$ cat src/rtl/sipo_pkg.sv
// Package: shared pin bundle type and error bit positions for the
// serial-to-parallel sink driver. Assumes nothing beyond IEEE 1800-2017.
package sipo_pkg;

    // Bundle of the five oversampled device pins; first field is the MSB.
    typedef struct packed {
        logic pwr;
        logic strobe_n;
        logic load;
        logic sdata;
        logic sclk;
    } pin_bus_t;

    localparam int PIN_W = $bits(pin_bus_t);

    // Idle pin levels used as synchronizer reset values (strobe inactive high).
    localparam pin_bus_t PIN_IDLE = '{pwr: 1'b0, strobe_n: 1'b1, load: 1'b0,
                                      sdata: 1'b0, sclk: 1'b0};

    // Positions inside the timing error vector.
    localparam int ERR_SETUP = 0;
    localparam int ERR_HOLD  = 1;
    localparam int ERR_W     = 2;

endpackage

$ cat src/rtl/sipo_in_sync.sv
// Module: multi-bit pin synchronizer with rising-edge detection.
// Each bit passes a STAGES-deep flop chain; rise[b] is high for one
// cycle after the synchronized level goes from 0 to 1.
// Assumes: STAGES >= 2, inputs are asynchronous single-bit levels.
module sipo_in_sync #(
    parameter int             W       = 5,
    parameter int             STAGES  = 2,
    parameter logic [W-1:0]   RST_VAL = '0
) (
    input  logic         clk,
    input  logic         rst_n,
    input  logic [W-1:0] din,
    output logic [W-1:0] dout,
    output logic [W-1:0] rise
);

    logic [W-1:0] prev_q;

    for (genvar b = 0; b < W; b++) begin : g_bit
        logic [STAGES-1:0] chain_q;

        // Move one pin bit through its synchronizer chain.
        always_ff @(posedge clk) begin
            if (!rst_n) chain_q <= {STAGES{RST_VAL[b]}};
            else        chain_q <= {chain_q[STAGES-2:0], din[b]};
        end

        assign dout[b] = chain_q[STAGES-1];
    end

    // Remember the previous synchronized level for edge detection.
    always_ff @(posedge clk) begin
        if (!rst_n) prev_q <= RST_VAL;
        else        prev_q <= dout;
    end

    assign rise = dout & ~prev_q;

endmodule

$ cat src/rtl/sipo_shift_reg.sv
// Module: serial shift register. On shift_en, din enters stage 0 and every
// stage moves up one place; the top stage is the serial/cascade output.
// Assumes: DEPTH >= 2, shift_en is a single-cycle pulse per serial edge.
module sipo_shift_reg #(
    parameter int DEPTH = 8
) (
    input  logic             clk,
    input  logic             rst_n,
    input  logic             shift_en,
    input  logic             din,
    output logic [DEPTH-1:0] stages,
    output logic             top_bit
);

    logic [DEPTH-1:0] stage_q;

    // Shift one bit in at stage 0 on every qualified serial edge.
    always_ff @(posedge clk) begin
        if (!rst_n)        stage_q <= '0;
        else if (shift_en) stage_q <= {stage_q[DEPTH-2:0], din};
    end

    assign stages  = stage_q;
    assign top_bit = stage_q[DEPTH-1];

endmodule

$ cat src/rtl/sipo_out_stage.sv
// Module: holding latch and strobe gate. load_en copies the shift register
// into the latch; channel outputs are registered and show the latch only
// while the strobe is active and power is on, otherwise all zero.
// Assumes: load_en already qualified with power; strb_act is active high.
module sipo_out_stage #(
    parameter int N_CH = 8
) (
    input  logic            clk,
    input  logic            rst_n,
    input  logic            load_en,
    input  logic            strb_act,
    input  logic            pwr_on,
    input  logic [N_CH-1:0] shift_bits,
    output logic [N_CH-1:0] latch_bits,
    output logic [N_CH-1:0] chan
);

    logic [N_CH-1:0] latch_q;
    logic [N_CH-1:0] chan_q;
    logic            gate_open;

    assign gate_open = strb_act & pwr_on;

    // Capture the shift register on a qualified load edge; hold otherwise.
    always_ff @(posedge clk) begin
        if (!rst_n)       latch_q <= '0;
        else if (load_en) latch_q <= shift_bits;
    end

    // Register the gated channel enables so pulse width tracks the strobe.
    always_ff @(posedge clk) begin
        if (!rst_n) chan_q <= '0;
        else        chan_q <= gate_open ? latch_q : '0;
    end

    assign latch_bits = latch_q;
    assign chan       = chan_q;

endmodule

$ cat src/rtl/sipo_timing_mon.sv
// Module: serial data setup/hold monitor in system clock cycles.
// Setup fault: an edge arrives fewer than SETUP_CYC cycles after a data
// change (same cycle counts). Hold fault: data changes 1..HOLD_CYC-1 cycles
// after an edge. Faults are registered one-cycle pulses.
// Assumes: data_s and edge_en come through equal synchronizer delays;
// SETUP_CYC >= 1, HOLD_CYC >= 1.
module sipo_timing_mon
    import sipo_pkg::*;
#(
    parameter int SETUP_CYC = 3,
    parameter int HOLD_CYC  = 4
) (
    input  logic             clk,
    input  logic             rst_n,
    input  logic             data_s,
    input  logic             edge_en,
    output logic [ERR_W-1:0] err
);

    localparam int SW = $clog2(SETUP_CYC + 1);
    localparam int HW = $clog2(HOLD_CYC + 1);
    localparam logic [SW-1:0] SETUP_SAT = SW'(SETUP_CYC);
    localparam logic [HW-1:0] HOLD_LOAD = HW'(HOLD_CYC - 1);

    logic          data_prev_q;
    logic          data_chg;
    logic [SW-1:0] since_chg_q;
    logic [HW-1:0] hold_left_q;
    logic          setup_bad;
    logic          hold_bad;
    logic [ERR_W-1:0] err_q;

    assign data_chg = data_s ^ data_prev_q;

    // Keep the previous synchronized data level to spot changes.
    always_ff @(posedge clk) begin
        if (!rst_n) data_prev_q <= 1'b0;
        else        data_prev_q <= data_s;
    end

    // Count cycles since the last data change, saturating at SETUP_CYC.
    always_ff @(posedge clk) begin
        if (!rst_n)                       since_chg_q <= SETUP_SAT;
        else if (data_chg)                since_chg_q <= '0;
        else if (since_chg_q != SETUP_SAT) since_chg_q <= since_chg_q + 1'b1;
    end

    // Open a hold window on each edge and count it down.
    always_ff @(posedge clk) begin
        if (!rst_n)                  hold_left_q <= '0;
        else if (edge_en)            hold_left_q <= HOLD_LOAD;
        else if (hold_left_q != '0)  hold_left_q <= hold_left_q - 1'b1;
    end

    assign setup_bad = edge_en & (data_chg | (int'(since_chg_q) < SETUP_CYC - 1));
    assign hold_bad  = data_chg & ~edge_en & (hold_left_q != '0);

    // Register the fault pulses.
    always_ff @(posedge clk) begin
        if (!rst_n) err_q <= '0;
        else begin
            err_q[ERR_SETUP] <= setup_bad;
            err_q[ERR_HOLD]  <= hold_bad;
        end
    end

    assign err = err_q;

endmodule

$ cat src/rtl/sipo_sink_driver.sv
// Module: top of the cascadable latched shift driver. Oversamples the five
// device pins, shifts serial data on serial clock rises, latches on load
// rises, gates the latch onto the channels with the active-low strobe, and
// holds everything dark and frozen in standby. A monitor reports serial
// setup/hold faults.
// Assumes: clk is several times faster than ser_clk; pins are asynchronous.
module sipo_sink_driver
    import sipo_pkg::*;
#(
    parameter int N_CH        = 8,
    parameter int SYNC_STAGES = 2,
    parameter int SETUP_CYC   = 3,
    parameter int HOLD_CYC    = 4
) (
    input  logic            clk,
    input  logic            rst_n,
    input  logic            ser_clk,
    input  logic            ser_data,
    input  logic            load,
    input  logic            strobe_n,
    input  logic            power_en,
    output logic            ser_out,
    output logic [N_CH-1:0] chan_on,
    output logic [1:0]      timing_err
);

    pin_bus_t        raw_pins;
    logic [PIN_W-1:0] syn_v;
    logic [PIN_W-1:0] rise_v;
    pin_bus_t        syn;
    pin_bus_t        rise;

    logic            pwr_on;
    logic            strb_act;
    logic            shift_en;
    logic            load_en;
    logic [N_CH-1:0] shift_q;
    logic [N_CH-1:0] latch_q;
    logic [ERR_W-1:0] err_v;

    assign raw_pins = '{pwr: power_en, strobe_n: strobe_n, load: load,
                        sdata: ser_data, sclk: ser_clk};

    sipo_in_sync #(
        .W       (PIN_W),
        .STAGES  (SYNC_STAGES),
        .RST_VAL (PIN_IDLE)
    ) u_sync (
        .clk   (clk),
        .rst_n (rst_n),
        .din   (raw_pins),
        .dout  (syn_v),
        .rise  (rise_v)
    );

    assign syn  = pin_bus_t'(syn_v);
    assign rise = pin_bus_t'(rise_v);

    assign pwr_on   = syn.pwr;
    assign strb_act = ~syn.strobe_n;
    assign shift_en = rise.sclk & pwr_on;
    assign load_en  = rise.load & pwr_on;

    sipo_shift_reg #(
        .DEPTH (N_CH)
    ) u_shift (
        .clk      (clk),
        .rst_n    (rst_n),
        .shift_en (shift_en),
        .din      (syn.sdata),
        .stages   (shift_q),
        .top_bit  (ser_out)
    );

    sipo_out_stage #(
        .N_CH (N_CH)
    ) u_out (
        .clk        (clk),
        .rst_n      (rst_n),
        .load_en    (load_en),
        .strb_act   (strb_act),
        .pwr_on     (pwr_on),
        .shift_bits (shift_q),
        .latch_bits (latch_q),
        .chan       (chan_on)
    );

    sipo_timing_mon #(
        .SETUP_CYC (SETUP_CYC),
        .HOLD_CYC  (HOLD_CYC)
    ) u_mon (
        .clk     (clk),
        .rst_n   (rst_n),
        .data_s  (syn.sdata),
        .edge_en (shift_en),
        .err     (err_v)
    );

    assign timing_err = err_v;

endmodule

$ cat config.mk
export PLATFORM = sky130hd
export DESIGN_NAME = sipo_sink_driver
export DESIGN_NICKNAME = d
export VERILOG_FILES = /design/src/rtl/sipo_pkg.sv /design/src/rtl/sipo_in_sync.sv /design/src/rtl/sipo_shift_reg.sv /design/src/rtl/sipo_out_stage.sv /design/src/rtl/sipo_timing_mon.sv /design/src/rtl/sipo_sink_driver.sv
export SDC_FILE = /design/constraint.sdc
export NUM_CORES = 1
export LEC_CHECK = 0
export ABC_AREA = 1
export BUFFER_PORTS_ARGS = -buffer_cell sky130_fd_sc_hd__buf_2
export CAP_MARGIN = 20
export CORE_MARGIN = 1
export CORE_UTILIZATION = 45
export CTS_CLUSTER_SIZE = 24
export DETAILED_ROUTE_END_ITERATION = 6
export GPL_TIMING_DRIVEN = 0
export PLACE_DENSITY = 0.75
export SLEW_MARGIN = 10
export SYNTH_ARGS = -nofsm -noshare
export SYNTH_HDL_FRONTEND = slang
export SYNTH_SLANG_ARGS = --single-unit
$ cat constraint.sdc
create_clock -name clk -period 1.1 [get_ports clk]
set_input_delay 0.22 -clock clk [delete_from_list [all_inputs] [get_ports clk]]
set_output_delay 0.22 -clock clk [all_outputs]
set_load 0.01 [all_outputs]
# Word-level counts from Yosys, hierarchy flattened
# Index checks and enable logic that the tools add are counted.
# classes
add_sub_neg	2
n_lt_le_gt_ge	1
n_eq_ne	1
n_mux	4
bitwise	13
reduce_logical	5
# ops
operator	count
2-to-1 mux 2 bit	4
bitwise AND 1 bit	6
nonzero test 2 bit	2
bitwise AND 3 bit	1
NOT 1 bit	3
NOT 3 bit	1
nonzero test 3 bit	1
subtractor 3 x 1 -> 3 bit, second input constant	1
adder 2 x 1 -> 2 bit, second input constant	1
< comparator 2 bit, second input constant	1
inequality test 2 bit, second input constant	1
AND reduction 2 bit	1
OR reduction 2 bit	1
bitwise OR 1 bit	1
XOR 1 bit	1
# word_totals
regBits	45
in_bits	7

# Depth between registers and ports, before layout
# logic_depth
ltp_word	6
depth_mapped	7
depth_no_buf	7

# Modules after synthesis
# Synthesis repeated with hierarchy kept, for this count alone.
# hier_totals
cells_unflattened	241
hier_area_um2	1895.6
# by_module_without_submodules
mod	instances	cells_per_inst	area_per_inst_um2
sipo_out_stage	1	76	639.4
sipo_in_sync	1	60	495.5
sipo_timing_mon	1	48	377.9
sipo_shift_reg	1	52	364.1
sipo_sink_driver	1	5	18.8

# Worst setup path after synthesis
# Ideal clock, no wire load.
# synth_timing
kind	flip-flop to flip-flop
startpoint	reg u_mon.hold_left_q[0]
endpoint	reg u_mon.hold_left_q[1]
arrival_ps	840
required_ps	991
slack_ps	151
stages_incl_launch_ff	8
path_buffers	0
cell_sequence	dfxtp_1 > inv_1 > ha_1 > nand2_1 > nand2_1 > nand3_1 > nand2_1 > inv_1
# synth_between
elab_chain_len	3
word_cells_on_any_way	5
classes_between	add/sub: 1; mux: 2; reduce/logical: 2
# synth_rtl
item	line	source
start, declared	sipo_timing_mon.sv:28	logic [HW-1:0] hold_left_q;
start signal, assigned	sipo_timing_mon.sv:52	else if (hold_left_q != '0) hold_left_q <= hold_left_q - 1'b1;
subtractor 3 x 1 -> 3 bit	sipo_timing_mon.sv:52	
2-to-1 mux 2 bit	sipo_timing_mon.sv:52	
2-to-1 mux 2 bit	sipo_timing_mon.sv:51	else if (edge_en) hold_left_q <= HOLD_LOAD;
# Parallel ways exist; a longest one is shown, timed or not. The select of a mux whose other input is x is not followed.
# A chain may end at the register's enable or synchronous reset.

# Final worst setup path
# layout_timing
startpoint	reg u_shift.stage_q[7], in the netlist u_shift.stages[7]
endpoint	out ser_out
# layout_rtl
item	line	source
start, declared	sipo_shift_reg.sv:15	logic [DEPTH-1:0] stage_q;
start signal, assigned	sipo_shift_reg.sv:20	else if (shift_en) stage_q <= {stage_q[DEPTH-2:0], din};
end, declared	sipo_sink_driver.sv:22	output logic ser_out,
# No word-level cell between the ends.

==> flow_metrics.py <==
metrics = {
    "run_status": {
        "status": "finished, final reports clean",
    },
    "job": {
        "maxCapViolations": 0,
    },
    "yosys": {
        "yosys.cell_types.count": 13,
        "synth_seq_cells": 44,
        "synth_top_area_frac": 0.571,
        "ys_seq_area_frac": 0.571,
        "synth_area_leader_cell": "dfxtp_1",
        "synthTopCellsByArea": "dfxtp_1 (57%), nand2_1 (15%), inv_1 (7.8%)",
        "synth_area_mm2": 0.00154,
        "synthesis.nets": 205,
        "syn_inst": 195,
        "avgSynthCellArea_um2": 7.91,
        "ys_warn_count": 0,
    },
    "min_path": {
        "hold_depth": 3,
        "hold_path_startpoint": "strobe_n",
        "holdPathEnd": "u_sync.g_bit[3].chain_q[0]",
        "hold_class": "in2reg",
    },
    "setup_path": {
        "crit_family": "flip-flops",
        "required_ns": 0.88,
        "reg2reg_from": "u_mon.hold_left_q[0]",
        "cpPeakStageDelay_ns": 0.35,
        "ff2ff_path_depth": 7,
        "worstPathArrival_ns": 0.81,
        "r2r_slack_ns": 0.08,
        "worst-setup-path-type": "reg2out",
        "cp-start-kind": "register",
        "critPathSlowestCell": "dfxtp_2",
        "r2r_end": "u_mon.hold_left_q[1]",
        "critPathMaxFanout": 2,
        "path_cells": "buf_2",
        "crit_path_end_kind": "output port",
        "path_buf_inv": 1,
    },
    "sta": {
        "hold_viol": 0,
        "slew_headroom": 0.768,
        "grt_setup_unrepaired": "no",
        "tns_ns": 0,
        "period_share": 0.941,
        "maxSlewViolCount": 0,
        "setup_viol": 0,
        "period_needed_ns": 1.03,
        "fmax_ghz": 0.966,
        "tightest_slew_ns": 0.346,
        "fin_skew_ns": 0.00889,
    },
    "floorplanning": {
        "start_util": 0.489,
        "core_mm2": 0.00315,
        "die_y_um": 60.5,
        "fp.dieArea_mm2": 0.00366,
        "pin_count": 18,
        "rows": 20,
        "die_w_um": 60.5,
    },
    "clocking": {
        "cts_root_buf": "clkbuf_4",
        "cts_hold_buf": 0,
        "cts.sinks": 44,
        "insertion_delay_ns": 0.35,
        "tritoncts": "done",
        "clockBufferDepth": 2,
        "clk_pin_slew_ns": 0.11,
        "ctsHtreeMaxLevel": 2,
        "cts_buffers": 5,
    },
    "detailed_routing": {
        "ant_nets": 0,
        "drc_errors": 0,
        "wl_per_cell_um": 8.61,
        "drtPass1Iterations": 4,
        "vias": 1128,
        "routed_wl_mm": 2.27,
        "drtIter0Drc": 39,
        "via_per_inst": 4.27,
    },
    "power": {
        "p_sw_frac": 0.271,
        "power.internal_uw": 2260,
        "combPwrFrac": 0.181,
        "switching_power_uw": 842,
        "peakVddDrop_uv": 1060,
        "p_per_area_mw_per_mm2": 1770,
        "seqPwrFrac": 0.566,
        "p_clk_frac": 0.253,
        "p_leak_uw": 0.00100,
    },
    "placed_design": {
        "dpl.cell_count": 255,
        "hpwl_mm": 1.50,
        "portBuffers": 16,
        "gp_congestion": 0.768,
    },
    "grt": {
        "gr-total-overflow": 0,
        "gr-max-usage-layer": "met2",
        "grt_pass1_wl_mm": 4.00,
        "gr-usage-met2": 0.239,
        "antenna_found_initial": 0,
        "use_met3": 0.0704,
        "grt_max_degree": 13,
        "use_met1": 0.182,
        "grt.total_usage": 0.152,
        "first_global_vias": 960,
    },
    "layout": {
        "final_cell_mix": "nand2_1 (60), dfxtp_1 (43), inv_1 (30), nor2_1 (29), buf_2 (21)",
        "final_nets": 229,
        "final_cell_count_no_fill": 264,
        "antennaDiodeCount": 0,
        "drive_gt1_frac": 0.159,
        "final_common_cell": "nand2_1",
        "area_growth_pct": 14.0,
    },
}
[logic make-up after synthesis]
group                      Yosys count  synth area share
and+or+nand+nor                    108             0.294
AOI/OAI and AO/OA                    1           0.00324
adders and majority gates            3            0.0244
DFF                                 44             0.571
xor gates and xnor gates             1           0.00568
buffers and inverters               38             0.101
[power by group through the flow]
stage / logic [uW] / registers [uW] / clock network (uW)
floorplan: 421 / 1780 / 0
global placement: 486 / 1790 / 0
finish: 561 / 1760 / 784
global route: 669 / 1770 / 879
CTS: 514 / 1750 / 813
detailed placement: 508 / 1790 / 0
[Yosys cell counts]
cell / count
nand3_1: 16
ha_1: 3
nand3b_1: 1
nand3b_4: 1
buf_2: 5
dfxtp_1: 44
nor2_1: 29
inv_1: 32
nor2_4: 1
buf_6: 1
a21oi_1: 1
nand2_1: 60
xnor2_1: 1
[sequential cells by signal, summed over array words and instances, names as in the netlist]
name,flops
u_out.chan,8
u_mon.err,2
u_shift.stages,8
u_out.latch_bits,8
u_mon.hold_left_q,3
u_sync.prev_q,3
u_mon.since_chg_q,2
u_sync.g_bit.chain_q,10
[metrics by stage]
step / instance area [um^2] / utilization / setup WS [ns] / total power, uW / hold WS (ns)
4_1_cts: 1740 / 0.551 / 0.0273 / 3080 / 0.0227
3_3_place_gp: 1680 / 0.532 / 0.0685 / 2270 / 0.383
3_5_place_dp: 1680 / 0.532 / 0.0571 / 2290 / 0.385
2_1_floorplan: 1540 / - / 0.151 / 2200 / 0.305
5_1_grt: 1760 / 0.557 / 0.0102 / 3320 / 0.0172
6_report: 1760 / 0.557 / 0.0651 / 3100 / 0.0423
[how the worst max path moves through the flow]
stage,cells past startpoint,slack [ns],from,endpoint
after CTS,7,0.03,u_mon.hold_left_q[0],u_mon.hold_left_q[1]
final,1,0.07,u_shift.stages[7],ser_out
after floorplan,7,0.15,u_mon.hold_left_q[0],u_mon.hold_left_q[1]
after detailed placement,7,0.06,u_mon.hold_left_q[0],u_mon.hold_left_q[1]
after global routing,1,0.01,u_out.chan[5],chan_on[5]
after global placement,7,0.07,u_mon.hold_left_q[0],u_mon.hold_left_q[1]
[what timing repair did]
item	4_1_cts	5_1_grt
resized for setup	1	4
pin swaps	0	1
setup buffers	0	1
endpoints found under the setup margin	1	3
cloned	0	0
[per-layer routing]
| metal | vias up | part of all wire |
|---|---|---|
| met5 | - | 0 |
| met4 | 0 | 0.013 |
| met3 | 3 | 0.053 |
| met2 | 24 | 0.44 |
| met1 | 477 | 0.50 |
| li1 | 624 | - |
[area by class of cell]
| type | count | area, um^2 |
|---|---|---|
| plain buffers | 6 | 36.3 |
| clock buffers | 8 | 58.8 |
| fillers | 289 | 1400 |
| inverters | 32 | 120 |
| multi-input cells | 113 | 517 |
| flip-flops and latches | 44 | 882 |
| well taps | 44 | 55.1 |
| repair buffers | 17 | 87.6 |
Note: power is estimated with default switching activity, not from simulation.
